==> config.mk <==
export PLATFORM = sky130hd
export DESIGN_NAME = smi_addr_decoder
export DESIGN_NICKNAME = d
export VERILOG_FILES = /design/src/rtl/smi_dec_pkg.sv /design/src/rtl/smi_strap_decode.sv /design/src/rtl/smi_ibus_master.sv /design/src/rtl/smi_cmd_window.sv /design/src/rtl/smi_addr_decoder.sv
export SDC_FILE = /design/constraint.sdc
export NUM_CORES = 1
export LEC_CHECK = 0
export ABC_CLOCK_PERIOD_IN_PS = 3200
export BUFFER_PORTS_ARGS = -buffer_cell sky130_fd_sc_hd__buf_4
export CAP_MARGIN = 0
export CORE_MARGIN = 2
export CORE_UTILIZATION = 58
export DETAILED_ROUTE_END_ITERATION = 7
export GPL_TIMING_DRIVEN = 1
export PLACE_DENSITY = 0.86
export SLEW_MARGIN = 0
export SYNTH_ARGS = -nofsm -noshare
export SYNTH_HDL_FRONTEND = slang
export SYNTH_SLANG_ARGS = --single-unit
==> constraint.sdc <==
create_clock -name clk -period 3.2 [get_ports clk]
set_clock_uncertainty 0.1 [all_clocks]
set_input_delay 0.16 -clock clk [delete_from_list [all_inputs] [get_ports clk]]
set_output_delay 0.16 -clock clk [all_outputs]
set_load 0.01 [all_outputs]
==> src/rtl/smi_dec_pkg.sv <==
package smi_dec_pkg;
  localparam int STRAP_W = 4;
  localparam int ADDR_W  = STRAP_W + 1;
  localparam int DATA_W  = 16;
  localparam int OPF_W   = 5;

  localparam int BUSY_BIT = DATA_W - 1;
  localparam int OPF_LO   = 2 * ADDR_W;
  localparam int OPF_HI   = OPF_LO + OPF_W - 1;

  localparam logic [OPF_W-1:0] OPF_READ  = 5'b00110;
  localparam logic [OPF_W-1:0] OPF_WRITE = 5'b00101;

  typedef enum logic [1:0] {
    MODE_SINGLE = 2'd0,
    MODE_MULTI  = 2'd1,
    MODE_DUAL   = 2'd2
  } smi_mode_e;

  function automatic smi_mode_e pick_mode(input logic [STRAP_W-1:0] strap,
                                          input logic dual);
    if (dual) return MODE_DUAL;
    if (strap == '0) return MODE_SINGLE;
    return MODE_MULTI;
  endfunction

  function automatic logic [ADDR_W-1:0] own_addr(input logic [STRAP_W-1:0] strap);
    return {strap, 1'b0};
  endfunction

  function automatic logic [ADDR_W-1:0] dual_base(input logic [STRAP_W-1:0] strap);
    return {strap[STRAP_W-1], {(ADDR_W-1){1'b0}}};
  endfunction

  function automatic logic op_known(input logic [OPF_W-1:0] opf);
    return (opf == OPF_READ) || (opf == OPF_WRITE);
  endfunction
endpackage

==> src/rtl/smi_strap_decode.sv <==
module smi_strap_decode
  import smi_dec_pkg::*;
(
  input  logic [STRAP_W-1:0] strap,
  input  logic               dual,
  input  logic [ADDR_W-1:0]  phy,
  input  logic [ADDR_W-1:0]  regn,
  output smi_mode_e          mode,
  output logic               hit_direct,
  output logic               hit_window,
  output logic [ADDR_W-1:0]  dev_map
);
  logic [ADDR_W-1:0] base;

  always_comb begin
    mode       = pick_mode(strap, dual);
    base       = dual_base(strap);
    hit_direct = 1'b0;
    hit_window = 1'b0;
    dev_map    = phy;
    case (mode)
      MODE_SINGLE: hit_direct = 1'b1;
      MODE_DUAL: begin
        hit_direct = (phy[ADDR_W-1] == base[ADDR_W-1]);
        dev_map    = phy - base;
      end
      default: hit_window = (phy == own_addr(strap)) && (regn[ADDR_W-1:1] == '0);
    endcase
  end
endmodule

==> src/rtl/smi_ibus_master.sv <==
module smi_ibus_master
  import smi_dec_pkg::*;
(
  input  logic              clk,
  input  logic              rst_n,
  input  logic              start,
  input  logic              st_write,
  input  logic [ADDR_W-1:0] st_dev,
  input  logic [ADDR_W-1:0] st_reg,
  input  logic [DATA_W-1:0] st_wdata,
  output logic              ib_req,
  output logic              ib_write,
  output logic [ADDR_W-1:0] ib_dev,
  output logic [ADDR_W-1:0] ib_reg,
  output logic [DATA_W-1:0] ib_wdata,
  input  logic              ib_ack,
  output logic              done
);
  logic req_q;

  always_ff @(posedge clk or negedge rst_n) begin
    if (!rst_n) begin
      req_q    <= 1'b0;
      ib_write <= 1'b0;
      ib_dev   <= '0;
      ib_reg   <= '0;
      ib_wdata <= '0;
    end else if (start && !req_q) begin
      req_q    <= 1'b1;
      ib_write <= st_write;
      ib_dev   <= st_dev;
      ib_reg   <= st_reg;
      ib_wdata <= st_wdata;
    end else if (req_q && ib_ack) begin
      req_q <= 1'b0;
    end
  end

  assign ib_req = req_q;
  assign done   = req_q & ib_ack;
endmodule

==> src/rtl/smi_cmd_window.sv <==
module smi_cmd_window
  import smi_dec_pkg::*;
(
  input  logic              clk,
  input  logic              rst_n,
  input  logic              acc,
  input  logic              acc_write,
  input  logic              acc_sel,
  input  logic [DATA_W-1:0] acc_wdata,
  input  logic              done,
  input  logic [DATA_W-1:0] done_rdata,
  output logic              busy,
  output logic [DATA_W-1:0] cmd_view,
  output logic [DATA_W-1:0] data_q,
  output logic              start,
  output logic              st_write,
  output logic [ADDR_W-1:0] st_dev,
  output logic [ADDR_W-1:0] st_reg
);
  logic [DATA_W-2:0] fields_q;
  logic [OPF_W-1:0]  opf;
  logic              cmd_wr, data_wr, fin;

  assign opf      = acc_wdata[OPF_HI:OPF_LO];
  assign cmd_wr   = acc && acc_write && !acc_sel && !busy && op_known(opf);
  assign data_wr  = acc && acc_write && acc_sel && !busy;
  assign start    = cmd_wr && acc_wdata[BUSY_BIT];
  assign st_write = (opf == OPF_WRITE);
  assign st_dev   = acc_wdata[2*ADDR_W-1:ADDR_W];
  assign st_reg   = acc_wdata[ADDR_W-1:0];
  assign fin      = busy && done;
  assign cmd_view = {busy, fields_q};

  always_ff @(posedge clk or negedge rst_n) begin
    if (!rst_n) begin
      busy     <= 1'b0;
      fields_q <= '0;
      data_q   <= '0;
    end else begin
      if (cmd_wr) fields_q <= acc_wdata[DATA_W-2:0];
      if (start) busy <= 1'b1;
      else if (fin) busy <= 1'b0;
      if (fin && (fields_q[OPF_HI:OPF_LO] == OPF_READ)) data_q <= done_rdata;
      else if (data_wr) data_q <= acc_wdata;
    end
  end
endmodule

==> src/rtl/smi_addr_decoder.sv <==
module smi_addr_decoder
  import smi_dec_pkg::*;
(
  input  logic               clk,
  input  logic               rst_n,
  input  logic [STRAP_W-1:0] strap_addr,
  input  logic               dual_sel,
  input  logic               frm_valid,
  input  logic [ADDR_W-1:0]  frm_phy,
  input  logic [ADDR_W-1:0]  frm_reg,
  input  logic               frm_write,
  input  logic [DATA_W-1:0]  frm_wdata,
  output logic               rsp_valid,
  output logic               rsp_hit,
  output logic [DATA_W-1:0]  rsp_data,
  output logic               ib_req,
  output logic               ib_write,
  output logic [ADDR_W-1:0]  ib_dev,
  output logic [ADDR_W-1:0]  ib_reg,
  output logic [DATA_W-1:0]  ib_wdata,
  input  logic               ib_ack,
  input  logic [DATA_W-1:0]  ib_rdata
);
  smi_mode_e         mode;
  logic              hit_direct, hit_window;
  logic [ADDR_W-1:0] dev_map;
  logic              mst_done;
  logic              win_busy;
  logic [DATA_W-1:0] win_cmd, win_data;
  logic              w_start, w_write;
  logic [ADDR_W-1:0] w_dev, w_reg;
  logic              d_start, m_start, m_write;
  logic [ADDR_W-1:0] m_dev, m_reg;
  logic [DATA_W-1:0] m_wdata;
  logic              dir_pend_q, dir_wr_q;

  smi_strap_decode u_dec (
    .strap(strap_addr), .dual(dual_sel), .phy(frm_phy), .regn(frm_reg),
    .mode(mode), .hit_direct(hit_direct), .hit_window(hit_window), .dev_map(dev_map)
  );

  smi_cmd_window u_win (
    .clk(clk), .rst_n(rst_n),
    .acc(frm_valid && hit_window), .acc_write(frm_write), .acc_sel(frm_reg[0]),
    .acc_wdata(frm_wdata), .done(mst_done), .done_rdata(ib_rdata),
    .busy(win_busy), .cmd_view(win_cmd), .data_q(win_data),
    .start(w_start), .st_write(w_write), .st_dev(w_dev), .st_reg(w_reg)
  );

  assign d_start = frm_valid && hit_direct && !ib_req && !dir_pend_q;
  assign m_start = d_start || w_start;
  assign m_write = d_start ? frm_write : w_write;
  assign m_dev   = d_start ? dev_map   : w_dev;
  assign m_reg   = d_start ? frm_reg   : w_reg;
  assign m_wdata = d_start ? frm_wdata : win_data;

  smi_ibus_master u_mst (
    .clk(clk), .rst_n(rst_n),
    .start(m_start), .st_write(m_write), .st_dev(m_dev), .st_reg(m_reg), .st_wdata(m_wdata),
    .ib_req(ib_req), .ib_write(ib_write), .ib_dev(ib_dev), .ib_reg(ib_reg),
    .ib_wdata(ib_wdata), .ib_ack(ib_ack), .done(mst_done)
  );

  always_ff @(posedge clk or negedge rst_n) begin
    if (!rst_n) begin
      dir_pend_q <= 1'b0;
      dir_wr_q   <= 1'b0;
    end else if (d_start) begin
      dir_pend_q <= 1'b1;
      dir_wr_q   <= frm_write;
    end else if (mst_done) begin
      dir_pend_q <= 1'b0;
    end
  end

  always_ff @(posedge clk or negedge rst_n) begin
    if (!rst_n) begin
      rsp_valid <= 1'b0;
      rsp_hit   <= 1'b0;
      rsp_data  <= '0;
    end else if (mst_done && dir_pend_q) begin
      rsp_valid <= 1'b1;
      rsp_hit   <= 1'b1;
      rsp_data  <= dir_wr_q ? '0 : ib_rdata;
    end else if (frm_valid && !hit_direct) begin
      rsp_valid <= 1'b1;
      rsp_hit   <= hit_window;
      if (!hit_window) rsp_data <= '1;
      else if (frm_write) rsp_data <= '0;
      else rsp_data <= frm_reg[0] ? win_data : win_cmd;
    end else begin
      rsp_valid <= 1'b0;
    end
  end
endmodule

==> flow_summary.json, run 1 <==
{
  "run_status": "finished, violations left",
  "violations": "negative hold slack",
  "grt_start_max_net_pins": 81,
  "critPathKind": "in2reg",
  "endpoint_kind": "flip-flop",
  "drt_iter0_drc": 307,
  "drv_cap": 0,
  "drive_gt1_frac": 0.297,
  "use_met2": 0.472,
  "async_flop_share": 1.00,
  "grt_pass1_wl_um": 18500,
  "cts_tree": "yes",
  "synth_top_area_share": 0.492,
  "area_delta_synth_final_pct": 32.0,
  "cts.sink_count": 80,
  "p_leak_nw": 2.47,
  "synthSimpleGateAreaFrac": 0.169,
  "htree_levels": 3,
  "num_vias": 3844,
  "whs_path_depth": 3,
  "drt-vias-per-instance": 6.19,
  "dieWidth_um": 87.7,
  "setup_viol": 0,
  "required_ns": 3.32,
  "dieArea_um2": 7700,
  "ctsResizeCount": 0,
  "synth_edf_count": 0,
  "finalHoldWorstSlack_ns": -0.00339,
  "drc": 0,
  "cts_inserted_buffers": 9,
  "hp-class": "in2reg",
  "clkTransAtPathRegs_ns": 0.08,
  "first_pass_iters": 5,
  "synth_area_per_cell_um2": 10.2,
  "hold_path_end": "u_mst.ib_dev[3]",
  "grt_pass1_vias": 3730,
  "r2r_start": "u_win.busy",
  "antenna_found_initial": 0,
  "yosys-top-cells-area": "dfrtp_1 49%, mux2_2 6.1%, nand2_1 4.8%",
  "r2r_setup_slack_ns": 0.77,
  "route.detailed.wl_per_inst_um": 18.9,
  "diodes": 0,
  "ys_seq_area_frac": 0.492,
  "hold_viol": 1,
  "tns_ns": 0,
  "yosysWarnings": 0,
  "grt_use_met1": 0.439,
  "mostFrequentLayoutCell": "buf_4",
  "grt_setup_unrepaired": "false",
  "critPathMaxFanout": 28,
  "maxSlewHeadroom": 0.329,
  "portBuffers": 97,
  "grt_usage": 0.318,
  "synthMuxAreaShare": 0.0831,
  "cts_max_path_buffers": 2,
  "met3_usage": 0.0679,
  "nets": 572,
  "wirelength_um": 11800,
  "antenna_left": 0,
  "final_cell_mix": "105 x buf_4, 80 x dfrtp_1, 52 x nand2_1",
  "yosysTopAreaCell": "dfrtp_1",
  "tightest_slew_ns": 1.01,
  "start_kind": "input port",
  "peakVddDrop_uv": 387,
  "netlist_area_um2": 4070,
  "synth_compound_area_frac": 0.206,
  "overflow": 0,
  "dpl.hpwl_um": 7690,
  "synth_xor_area_frac": 0.0108,
  "r2r_cells": 5,
  "num_rows": 30,
  "fin_crit_ns": 2.57,
  "cts-root-buf": "clkbuf_8",
  "core_area_um2": 6790,
  "layout_top_registers": "rsp_data (16), u_mst.ib_wdata (16), u_win.data_q (16)",
  "synth-seq-cells": 80,
  "die_y_um": 87.7,
  "synthFlopType": "dfrtp_1",
  "synth_top_family_by_area": "compound AO/OA/AOI/OAI gates",
  "synthAdderAreaFrac": 0,
  "ios": 98,
  "r2r_end": "u_mst.ib_wdata[2]",
  "slew_violations": 0,
  "start_util": 0.599,
  "gp_congestion": 0.823,
  "synthCells": 397,
  "arrival_ns": 2.69,
  "max_freq_ghz": 0.389,
  "syn-num-nets": 449,
  "clk-insertion-delay-late_ns": 0.36,
  "power_density_nw_per_um2": 566,
  "ys_types": 45,
  "hold_path_startpoint": "frm_phy[3]",
  "min_period_over_period": 0.804,
  "busiest_layer": "met2"
}
## cell families (layout without fill, tap and decap cells)
logic type,Yosys count,in the layout
multiplexers,28,28
flip-flops,80,80
XOR/XNOR,5,5
AND/OR/NAND/NOR,139,139
buffers and inverters,30,158
AO/OA/AOI/OAI,115,115
## layer usage
metal	wire [µm]	share of wire
met2	5440	0.46
met3	1020	0.087
met5	0	0
met1	4900	0.42
met4	396	0.034
## through the flow
stage	total power [mW]	utilization	area, µm²	setup slack (ns)	std cells
2_1_floorplan	1.77	-	4070	1.23	397
6_report	3.04	0.790	5370	0.628	621
5_1_grt	3.18	0.790	5370	0.497	621
3_3_place_gp	2.25	0.709	4820	0.903	568
4_1_cts	3.04	0.790	5370	0.662	621
3_5_place_dp	2.29	0.709	4820	0.834	568
## where the power goes
group          leakage [nW]  switching (mW)  internal [mW]  total [mW]
clock                0.0941           0.361          0.358       0.719
sequential            0.955           0.150           1.24        1.39
combinational          1.42           0.438          0.496       0.934
## what timing repair did
item,4_1_cts,5_1_grt
hold buffers,37,0
hold endpoints to repair,118,0
buffers inserted,0,0
## cell type report
class	count	area (µm²)
Sequential cell	80	2000
Clock inverter	4	45.0
Fill cell	434	1420
Multi-Input combinational cell	287	1910
Tap cell	96	120
Clock buffer	12	135
Timing Repair Buffer	142	1160
## cell usage after synthesis, types with 2 or more instances
master      n
buf_4       2
nor2b_1     3
xnor2_1     4
clkbuf_1   14
nand2_1    52
nor2_1     29
a2bb2oi_1  16
buf_2       9
mux2_2     22
buf_6       3
o21ai_0    16
or3_1       3
nand3_1    30
and2_1      4
nand2b_1    2
a22oi_1    16
nand3b_1    3
mux2_4      6
a21boi_0   16
dfrtp_1    80
a31oi_1    27
clkbuf_2    2
o22a_1     16
## worst max-delay path, cell delays in order
cell	delay, ns
dlygate4sd3_1	0.54
buf_4	0.15
nor4_2	0.32
nand3_1	0.19
or4b_1	0.98
nand2_1	0.23
a31oi_1	0.11
## worst max-delay path by stage
| stage | start | to | depth (start not counted) |
|---|---|---|---|
| after global placement | u_win.busy | u_mst.ib_wdata[3] | 5 |
| after detailed placement | u_win.busy | u_mst.ib_wdata[5] | 5 |
| after global routing | frm_reg[2] | u_mst.ib_wdata[2] | 7 |
| final | frm_reg[2] | u_mst.ib_wdata[2] | 7 |
| after CTS | frm_phy[0] | u_mst.ib_wdata[2] | 7 |
| after floorplan | u_mst.ib_req | u_mst.ib_write | 8 |
Note: power is estimated with default switching activity, not from simulation.
==> run 2, diff against run 1 <==
--- a/config.mk
+++ b/config.mk
@@ -5,14 +5,14 @@
 export SDC_FILE = /design/constraint.sdc
 export NUM_CORES = 1
 export LEC_CHECK = 0
-export ABC_CLOCK_PERIOD_IN_PS = 3200
+export ABC_CLOCK_PERIOD_IN_PS = 2400
 export BUFFER_PORTS_ARGS = -buffer_cell sky130_fd_sc_hd__buf_4
 export CAP_MARGIN = 0
 export CORE_MARGIN = 2
-export CORE_UTILIZATION = 58
+export CORE_UTILIZATION = 54
 export DETAILED_ROUTE_END_ITERATION = 7
 export GPL_TIMING_DRIVEN = 1
-export PLACE_DENSITY = 0.86
+export PLACE_DENSITY = 0.8
 export SLEW_MARGIN = 0
 export SYNTH_ARGS = -nofsm -noshare
 export SYNTH_HDL_FRONTEND = slang
==> constraint.sdc (replaced) <==
create_clock -name clk -period 2.4 [get_ports clk]
set_clock_uncertainty 0.1 [all_clocks]
set_input_delay 0.12 -clock clk [delete_from_list [all_inputs] [get_ports clk]]
set_output_delay 0.12 -clock clk [all_outputs]
set_load 0.01 [all_outputs]
==> run 2 against run 1 <==
The run now ends clean. Flip-flop and latch count unchanged. Register-to-register slack worse by 0.43 ns. Global-route usage down 3.3 points. Final area up 2.8%. Setup slack worse by 0.38 ns. Die area up 7.1%. Clock-buffer cell count unchanged. Sequential share of layout area down 1.0 points. Wire length down 2.3%. Non-clock buffer count up 13. Critical endpoint is now u_mst.ib_reg[0]. Highest routed layer unchanged.
==> flow_summary.json, run 2 (synthesis gave the netlist of run 1 again) <==
{
  "peakVddDrop_uv": 535,
  "final-seq-area_um2": 2000,
  "drt-vias-per-instance": 5.91,
  "multiInputGateArea_um2": 1910,
  "fin_cells": 637,
  "grt_usage": 0.284,
  "p_clk_frac": 0.255,
  "finalPower_mw": 4.14,
  "run_status": "complete, no violations",
  "p_sw_frac": 0.303,
  "clk-insertion-delay-late_ns": 0.36,
  "critPathKind": "in2reg",
  "seq_power_share": 0.443,
  "cts_max_path_buffers": 2,
  "endpoint_kind": "flip-flop",
  "slew_violations": 0,
  "critPathMaxFanout": 28,
  "fin_crit_ns": 2.16,
  "hp-class": "in2reg",
  "portBuffers": 97,
  "core_area_um2": 7290,
  "dp_slack_ns": 0.340,
  "dp_cells": 578,
  "post-route-util": 0.757,
  "cts.sink_count": 80,
  "hold_viol": 0,
  "tightest_slew_ns": 0.632,
  "start_util": 0.558,
  "grt_pass1_wl_um": 18600,
  "die_y_um": 90.8,
  "layout_top_registers": "rsp_data (16), u_mst.ib_wdata (16), u_win.data_q (16)",
  "diodes": 0,
  "start_kind": "input port",
  "whs_path_depth": 4,
  "cts_inserted_buffers": 9,
  "wirelength_um": 11500,
  "antenna_left": 0,
  "final_cell_area_um2": 5520,
  "dieArea_um2": 8240,
  "dieWidth_um": 90.8,
  "clkTransAtPathRegs_ns": 0.08,
  "gp_congestion": 0.848,
  "mostFrequentLayoutCell": "buf_4",
  "grt_start_max_net_pins": 50,
  "ios": 98,
  "tns_ns": 0,
  "area_delta_synth_final_pct": 35.8,
  "grt_pass1_vias": 3650,
  "nets": 585,
  "dpl.hpwl_um": 7560,
  "ctsResizeCount": 0,
  "drive_gt1_frac": 0.309,
  "cts_tree": "yes",
  "finalHoldWorstSlack_ns": 0.0685,
  "p_leak_nw": 2.54,
  "p_sw_mw": 1.26,
  "required_ns": 2.52,
  "internal_power_mw": 2.89,
  "cts_setup_buffers": 0,
  "setup_ws_ns": 0.243,
  "num_rows": 31,
  "drt_iter0_drc": 295,
  "combPwrFrac": 0.301,
  "antenna_found_initial": 0,
  "dpl_cell_area_um2": 4880,
  "first_pass_iters": 5,
  "setup_viol": 0,
  "arrival_ns": 2.27,
  "num_vias": 3765,
  "fill_cells": 501,
  "final_cell_mix": "112 x buf_4, 80 x dfrtp_1, 52 x nand2_1",
  "route.detailed.wl_per_inst_um": 18.0,
  "max_freq_ghz": 0.464,
  "r2r_cells": 6,
  "maxSlewHeadroom": 0.577,
  "drv_cap": 0,
  "grt_setup_unrepaired": "false",
  "power_density_nw_per_um2": 750,
  "min_period_over_period": 0.899,
  "cts-root-buf": "clkbuf_8",
  "drc": 0,
  "htree_levels": 3,
  "overflow": 0
}
[run 2: cell count changes in the layout (fill, tap and decap cells not counted), sizes merged]
cell | previous run | this run
clkinvlp | 0 | 1
clkinv | 3 | 2
dlygate4sd3 | 37 | 43
buf | 105 | 112
[run 2: power by group through the flow]
| stage | Sequential, mW | Clock (mW) | Combinational [mW] |
|---|---|---|---|
| floorplan | 1.97 | 0 | 0.395 |
| global placement | 1.85 | 0 | 1.17 |
| detailed placement | 1.86 | 0 | 1.19 |
| CTS | 1.84 | 1.07 | 1.25 |
| global route | 1.87 | 1.13 | 1.35 |
| finish | 1.84 | 1.06 | 1.25 |
[run 2: what timing repair did]
action,in CTS,in global routing
hold buffers,43,0
setup endpoints to repair,0,0
hold endpoints to repair,100,0
[run 2: layout make-up]
class | instances | area share
Timing Repair Buffer | 155 | 0.230
Tap cell | 99 | 0.0224
Clock inverter | 4 | 0.00929
Clock buffer | 12 | 0.0299
Multi-Input combinational cell | 287 | 0.346
Sequential cell | 80 | 0.362
[run 2: worst max-delay path: stages]
cell           delay (ns)
dlygate4sd3_1        0.54
buf_4                0.16
nor4b_2              0.30
and3_1               0.25
or4b_1               0.44
buf_4                0.24
nand2_1              0.13
a31oi_1              0.10
[run 2: routing by layer]
metal / GRT usage / vias up / wire length, µm / share of wire
li1: - / 1733 / - / -
met1: 0.409 / 1826 / 4980 / 0.43
met2: 0.426 / 184 / 5330 / 0.46
met3: 0.0643 / 22 / 979 / 0.085
met4: 0.101 / 0 / 210 / 0.018
met5: 0 / - / 0 / 0
[run 2: path summary, 6_finish.rpt]
kind | end | slack [ns] | from
max in group asynchronous | dir_pend_q | 1.26 | rst_n
setup / recovery | u_mst.ib_reg[0] | 0.24 | frm_wdata[14]
min in group asynchronous | u_mst.ib_wdata[10] | 0.19 | rst_n
hold reg to reg | rsp_hit | 0.39 | rsp_hit
setup reg to reg | u_mst.ib_reg[0] | 0.34 | u_win.busy
hold / removal | u_mst.ib_dev[4] | 0.07 | frm_phy[4]
